<file path="config.mk">
export PLATFORM = sky130hd
export DESIGN_NAME = led_scan_sequencer
export DESIGN_NICKNAME = d
export VERILOG_FILES = /design/src/rtl/scan_pkg.sv /design/src/rtl/scan_tick_gen.sv /design/src/rtl/scan_slot_ctr.sv /design/src/rtl/scan_col_drive.sv /design/src/rtl/led_scan_sequencer.sv
export SDC_FILE = /design/constraint.sdc
export NUM_CORES = 1
export LEC_CHECK = 0
export BUFFER_PORTS_ARGS = -buffer_cell sky130_fd_sc_hd__buf_2
export CORE_AREA = 5 5 83 85
export CTS_CLUSTER_DIAMETER = 150
export CTS_CLUSTER_SIZE = 24
export DETAILED_ROUTE_END_ITERATION = 8
export DIE_AREA = 0 0 88 90
export GPL_TIMING_DRIVEN = 0
export PLACE_DENSITY = 0.86
export SLEW_MARGIN = 10
export SYNTH_ARGS = -nofsm -noshare
export SYNTH_HDL_FRONTEND = slang
export SYNTH_SLANG_ARGS = --single-unit
</file>
<file path="constraint.sdc">
create_clock -name clk -period 4.9 [get_ports clk]
set_clock_uncertainty 0.05 [all_clocks]
set_input_delay 0.98 -clock clk [delete_from_list [all_inputs] [get_ports clk]]
set_output_delay 0.98 -clock clk [all_outputs]
set_load 0.05 [all_outputs]
</file>
<file path="src/rtl/scan_pkg.sv">
package scan_pkg;

   typedef enum logic [1:0] {
      PK_R31  = 2'd0,
      PK_R50  = 2'd1,
      PK_R73  = 2'd2,
      PK_R100 = 2'd3
   } peak_rank_e;

   // Lit length in display cycles for each brightness code
   function automatic logic [5:0] lit_cycles(input logic [3:0] code);
      logic [5:0] n;
      case (code)
         4'd0:  n = 6'd0;
         4'd1:  n = 6'd1;
         4'd2:  n = 6'd2;
         4'd3:  n = 6'd3;
         4'd4:  n = 6'd4;
         4'd5:  n = 6'd5;
         4'd6:  n = 6'd7;
         4'd7:  n = 6'd9;
         4'd8:  n = 6'd11;
         4'd9:  n = 6'd14;
         4'd10: n = 6'd18;
         4'd11: n = 6'd22;
         4'd12: n = 6'd28;
         4'd13: n = 6'd36;
         4'd14: n = 6'd48;
         default: n = 6'd60;
      endcase
      return n;
   endfunction

   // Current field to ascending rank
   function automatic peak_rank_e rank_of(input logic [1:0] fld);
      peak_rank_e r;
      case (fld)
         2'b10:   r = PK_R31;
         2'b01:   r = PK_R50;
         2'b00:   r = PK_R73;
         default: r = PK_R100;
      endcase
      return r;
   endfunction

endpackage

</file>
<file path="src/rtl/scan_tick_gen.sv">
module scan_tick_gen #(
   parameter int unsigned PRESCALE = 8
) (
   input  logic clk,
   input  logic rst_n,
   input  logic awake,
   input  logic use_int,
   input  logic div_on,
   input  logic int_tick,
   input  logic ext_tick,
   output logic disp_tick
);

   logic ext_path;

   generate
      if (PRESCALE > 1) begin : g_div
         localparam int unsigned PS_W = $clog2(PRESCALE);
         localparam logic [PS_W-1:0] PS_LAST = PS_W'(PRESCALE - 1);

         logic [PS_W-1:0] ps_cnt;
         logic            ps_adv;

         assign ps_adv = awake & ~use_int & div_on & ext_tick;

         always_ff @(posedge clk or negedge rst_n) begin
            if (!rst_n) begin
               ps_cnt <= '0;
            end else if (ps_adv) begin
               ps_cnt <= (ps_cnt == PS_LAST) ? '0 : ps_cnt + 1'b1;
            end
         end

         assign ext_path = div_on ? (ext_tick & (ps_cnt == PS_LAST)) : ext_tick;

         // a divided tick is never followed at once by another divided tick
         a_r8_div_spacing: assert property (@(posedge clk) disable iff (!rst_n)
            (disp_tick && !use_int && div_on) |=> (use_int || !div_on || !disp_tick));
      end else begin : g_nodiv
         assign ext_path = ext_tick;
      end
   endgenerate

   assign disp_tick = awake & (use_int ? int_tick : ext_path);

endmodule

</file>
<file path="src/rtl/scan_slot_ctr.sv">
module scan_slot_ctr #(
   parameter int unsigned ROWS     = 8,
   parameter int unsigned SLOT_CYC = 64,
   localparam int unsigned RW      = (ROWS > 1) ? $clog2(ROWS) : 1,
   localparam int unsigned CW      = $clog2(SLOT_CYC)
) (
   input  logic          clk,
   input  logic          rst_n,
   input  logic          tick,
   output logic [RW-1:0] row_idx,
   output logic [CW-1:0] cyc_idx
);

   localparam logic [RW-1:0] ROW_LAST = RW'(ROWS - 1);
   localparam logic [CW-1:0] CYC_LAST = CW'(SLOT_CYC - 1);

   logic slot_end;
   assign slot_end = (cyc_idx == CYC_LAST);

   always_ff @(posedge clk or negedge rst_n) begin
      if (!rst_n) begin
         cyc_idx <= '0;
         row_idx <= '0;
      end else if (tick) begin
         cyc_idx <= slot_end ? '0 : cyc_idx + 1'b1;
         if (slot_end) begin
            row_idx <= (row_idx == ROW_LAST) ? '0 : row_idx + 1'b1;
         end
      end
   end

   // slot boundary moves to the next row
   a_r1_slot_wrap: assert property (@(posedge clk) disable iff (!rst_n)
      (tick && cyc_idx == CYC_LAST) |=>
         (cyc_idx == '0 && row_idx == (($past(row_idx) == ROW_LAST) ? '0 : $past(row_idx) + 1'b1)));

   // within a slot the row is held
   a_r1_row_hold: assert property (@(posedge clk) disable iff (!rst_n)
      (cyc_idx != CYC_LAST) |=> $stable(row_idx));

   // without a tick the scan position does not move
   a_r6_frozen: assert property (@(posedge clk) disable iff (!rst_n)
      !tick |=> ($stable(cyc_idx) && $stable(row_idx)));

endmodule

</file>
<file path="src/rtl/scan_col_drive.sv">
module scan_col_drive #(
   parameter int unsigned COLS  = 20,
   parameter int unsigned ROWS  = 8,
   localparam int unsigned RW   = (ROWS > 1) ? $clog2(ROWS) : 1,
   localparam int unsigned DOTW = COLS * ROWS
) (
   input  logic [DOTW-1:0] dots,
   input  logic [RW-1:0]   row_idx,
   input  logic            lit,
   output logic [COLS-1:0] col_en
);

   generate
      for (genvar c = 0; c < COLS; c++) begin : g_col
         logic [ROWS-1:0] grp;
         assign grp       = dots[c*ROWS +: ROWS];
         assign col_en[c] = lit & grp[row_idx];
      end
   endgenerate

endmodule

</file>
<file path="src/rtl/led_scan_sequencer.sv">
module led_scan_sequencer #(
   parameter int unsigned COLS       = 20,
   parameter int unsigned ROWS       = 8,
   parameter int unsigned SLOT_CYC   = 64,
   parameter int unsigned TAIL_DARK  = 4,
   parameter int unsigned PRESCALE   = 8,
   localparam int unsigned DOTW      = COLS * ROWS,
   localparam int unsigned RW        = (ROWS > 1) ? $clog2(ROWS) : 1,
   localparam int unsigned CW        = $clog2(SLOT_CYC)
) (
   input  logic            clk,
   input  logic            rst_n,
   input  logic [DOTW-1:0] dot_latch,
   input  logic [6:0]      ctrl0,
   input  logic            ext_div8,
   input  logic            blank,
   input  logic            osc_internal,
   input  logic            int_tick,
   input  logic            ext_tick,
   output logic [ROWS-1:0] row_sel,
   output logic [COLS-1:0] col_en,
   output logic [1:0]      peak_rank
);
   import scan_pkg::*;

   localparam int unsigned LIT_MAX = SLOT_CYC - TAIL_DARK;

   initial begin
      assert (SLOT_CYC > TAIL_DARK) else $error("slot must exceed dark tail");
      assert ((1 << CW) == SLOT_CYC) else $error("slot length must be a power of two");
      assert (COLS > 0 && ROWS > 1) else $error("matrix too small");
   end

   logic          awake;
   logic          disp_tick;
   logic [RW-1:0] row_idx;
   logic [CW-1:0] cyc_idx;
   logic          in_window;
   logic          lit;

   assign awake = ctrl0[6];

   scan_tick_gen #(.PRESCALE(PRESCALE)) tick_i (
      .clk       (clk),
      .rst_n     (rst_n),
      .awake     (awake),
      .use_int   (osc_internal),
      .div_on    (ext_div8),
      .int_tick  (int_tick),
      .ext_tick  (ext_tick),
      .disp_tick (disp_tick)
   );

   scan_slot_ctr #(.ROWS(ROWS), .SLOT_CYC(SLOT_CYC)) ctr_i (
      .clk     (clk),
      .rst_n   (rst_n),
      .tick    (disp_tick),
      .row_idx (row_idx),
      .cyc_idx (cyc_idx)
   );

   assign in_window = (int'(cyc_idx) < int'(lit_cycles(ctrl0[3:0])))
                    && (int'(cyc_idx) < int'(LIT_MAX));
   assign lit       = awake & ~blank & in_window;

   scan_col_drive #(.COLS(COLS), .ROWS(ROWS)) drv_i (
      .dots    (dot_latch),
      .row_idx (row_idx),
      .lit     (lit),
      .col_en  (col_en)
   );

   generate
      for (genvar r = 0; r < ROWS; r++) begin : g_row
         assign row_sel[r] = awake && (row_idx == RW'(r));
      end
   endgenerate

   assign peak_rank = rank_of(ctrl0[5:4]);

   // tail of every slot is dark
   a_r2_tail_dark: assert property (@(posedge clk) disable iff (!rst_n)
      (int'(cyc_idx) >= int'(LIT_MAX)) |-> (col_en == '0));

   // blanking darkens all columns
   a_r5_blank_dark: assert property (@(posedge clk) disable iff (!rst_n)
      blank |-> (col_en == '0));

   // asleep means every driver off
   a_r6_sleep_dark: assert property (@(posedge clk) disable iff (!rst_n)
      !awake |-> (row_sel == '0 && col_en == '0));

   // exactly one row driven while awake
   a_r4_row_onehot: assert property (@(posedge clk) disable iff (!rst_n)
      awake |-> ($countones(row_sel) == 1));

   // code 0 never lights anything
   a_r3_code0_dark: assert property (@(posedge clk) disable iff (!rst_n)
      (ctrl0[3:0] == 4'd0) |-> (col_en == '0));

endmodule

</file>
==> qor.yml <==
crit_path_start: "ctrl0[0]"
timing.final.crit_period_ns: 4.40
dr_total_vias: 2814
gr-usage-all-layers: 0.256
area.growth.synth_to_final_pct: 45.5
clock-root-buffer: "clkbuf_8"
worst_path_dominant_cell_family: "buffers and inverters"
cts.sink_count: 12
drcViolationCount: 0
layout.cells.most_common: "buf_2"
gp_routability_congestion: 1.03
drt_iter0_markers: 192
internal_power_w: 0.000405
die_footprint_um2: 7920
yosys_register_bits: 12
clock_latency_ns: 0.25
critPathArrivalTime_ns: 3.37
synth_largest_area_cell: "mux4_2"
clock_power_frac: 0.148
critical_path_peak_fanout: 10
synth-async-reset-ratio: 1.00
unrepaired_setup_endpoints_after_global_routing: "false"
detail-route-antenna-nets: 0
worst_r2r_path_depth: 5
place.port_buffers: 201
timing.hold.ws_ns: 0.461
yosysWarnings: 0
initial_core_util: 0.416
grt_start_max_net_pins: 13
cpMaxStageDelayCell: "clkbuf_1"
finalNetCount: 612
timing.critical_path.to: "col_en[7]"
path_cells: "buf_2, inv_1, ha_1, nand3b_1, ha_1, a211oi_1, nand2_1, a41oi_1, clkbuf_1, nor3b_2, buf_2"
globalRouteOverflowTotal: 0
antenna_found_initial: 3
cts_hold_buf: 0
post_synth_main_area_contributors: "mux4_2 (35%), dfrtp_1 (12%), ha_1 (11%)"
synthesized_area_per_cell_um2: 12.2
p_leak_nw: 1.86
max_buffers_root_to_sink: 2
post-synth-top-area-fraction: 0.353
status: "completed"
avgRoutedWirePerCell_um: 21.6
seq_power_share: 0.225
slew_worst_pin_ns: 0.775
hold_violations: 0
cp-start-kind: "input port"
fmax_mhz: 227
timing.hold.worst.start: "tick_i.g_div.ps_cnt[1]"
worst-setup-path-type: "in -> out"
post-cts-setup-buffers: 0
p_per_area_nw_per_um2: 203
syn_area_um2: 2550
critical_path_cell_count: 11
critical_path_buf_inv_count: 4
routed_wl_um: 10700
setup_viols_final: 0
post-dp-hpwl_um: 9190
worst_setup_path_end_kind: "output port"
worst_slew_margin_rel: 0.483
setup_tns_ns: 0
grt_pass1_wl_um: 15500
cts.clk_slew.worst_paths_ns: 0.05
htreeDepth: 1
first_pass_iters: 4
critical_path.reg2reg.startpoint: "ctr_i.row_idx[0]"
fp-row-count: 29
number_of_synthesized_flops_with_an_enable_pin: 0
crit-reg2reg-capture: "ctr_i.row_idx[1]"
seq_area_frac_synth: 0.118
maxCapViolations: 0
cts-buffers-inserted: 3
combinationalPowerShare: 0.626
power.net_switching_w: 0.000348
die_y_extent_um: 90
via_count_of_the_first_global_routing_pass: 3039
synth_cell_types: 41
critPathRequiredTime_ns: 3.87
post_cts_resize_count: 0
tritoncts: "built"
ios: 204
worstHoldPathType: "reg -> reg"
ir_drop_uv: 129
synth_top_flop_cell: "dfrtp_1"
switching_share: 0.462
die_w_um: 88
post-route-period-util: 0.898
r2r_setup_slack_ns: 2.79
ratio_of_cells_with_drive_above_1_in_the_final_layout: 0.686
most-common-layout-cells: "buf_2 (204), mux4_2 (40), mux2i_1 (25)"
synth.net_count: 406
synthCells: 209
design.core.area_um2: 6130
cp_slowest_stage_delay_ns: 0.33
maxSlewViolCount: 0
detail_route.vias_per_cell: 5.71
[routing by layer]
metal / vias to the layer above / global-route usage / wire [um]
met4: 2 / 0.101 / 361
li1: 1250 / - / -
met5: - / 0 / 14
met2: 181 / 0.452 / 5380
met1: 1346 / 0.297 / 3790
met3: 35 / 0.0503 / 1110
[Yosys cell counts (all sizes together), types with 2 or more instances]
library cell  number
ha                23
mux4              40
dfrtp             12
mux2               5
a21o               2
nor2               4
inv                7
buf               13
nand2              7
and2               2
clkbuf             7
xnor2              2
a211oi             2
o211ai             2
nand2b             3
o21ai              2
a21oi              3
nor3b             21
nand3              3
and3              10
mux2i             25
[kinds of logic (layout without fill, tap and decap cells)]
family | after synthesis | count (layout) | share of synthesized area
mux | 70 | 70 | 0.473
simple gates | 58 | 58 | 0.183
buf+inv | 27 | 232 | 0.0574
fa+ha+maj | 23 | 23 | 0.113
compound gates | 17 | 17 | 0.0495
flops | 12 | 12 | 0.118
xor+xnor | 2 | 2 | 0.00686
other cells | 0 | 2 | 0
[flip-flops by register name, summed over array words and instances, names as in the netlist]
register             flops
tick_i.g_div.ps_cnt      3
ctr_i.cyc_idx            6
ctr_i.row_idx            3
[power groups by stage]
| stage | logic [W] | registers, W | clock network, W |
|---|---|---|---|
| after floorplan | 0.000329 | 0.000158 | 0 |
| after global placement | 0.000456 | 0.000167 | 0 |
| after detailed placement | 0.000472 | 0.000171 | 0 |
| after CTS | 0.000474 | 0.000169 | 0.000113 |
| after global routing | 0.000512 | 0.000177 | 0.000120 |
| final | 0.000471 | 0.000170 | 0.000112 |
[worst reg2reg max path, cell delays in order (launching register included)]
cell and delay [ns]:
dfrtp_1 0.38, buf_2 0.19, clkbuf_1 0.60, inv_1 0.17, ha_1 0.33, mux2_2 0.26
[per-stage QoR]
stage | std cells | util | setup WS [ns] | instance area, um2 | total power (W)
3_3_place_gp | 487 | 0.596 | 0.549 | 3650 | 0.000623
4_1_cts | 491 | 0.605 | 0.522 | 3710 | 0.000756
2_1_floorplan | 209 | - | 0.854 | 2550 | 0.000487
3_5_place_dp | 487 | 0.596 | 0.532 | 3650 | 0.000642
6_report | 493 | 0.606 | 0.499 | 3710 | 0.000753
5_1_grt | 493 | 0.606 | 0.303 | 3710 | 0.000809
[area by class of cell]
class,instances,area [um2]
buffer,20,120
tap,77,96.3
antenna,2,5.00
inverter,7,26.3
multi-input combinational,170,2110
fill,549,2420
clock buffer,4,55.1
timing repair buffer,201,1010
sequential,12,300
[how the worst min path moves through the flow]
| stage | depth (start not counted) | to |
|---|---|---|
| finish | 2 | tick_i.g_div.ps_cnt[1] |
| global route | 1 | tick_i.g_div.ps_cnt[2] |
| CTS | 1 | tick_i.g_div.ps_cnt[2] |
| detailed placement | 1 | tick_i.g_div.ps_cnt[2] |
| global placement | 2 | tick_i.g_div.ps_cnt[1] |
| floorplan | 2 | tick_i.g_div.ps_cnt[1] |
Power figures use the tool's default switching activity.
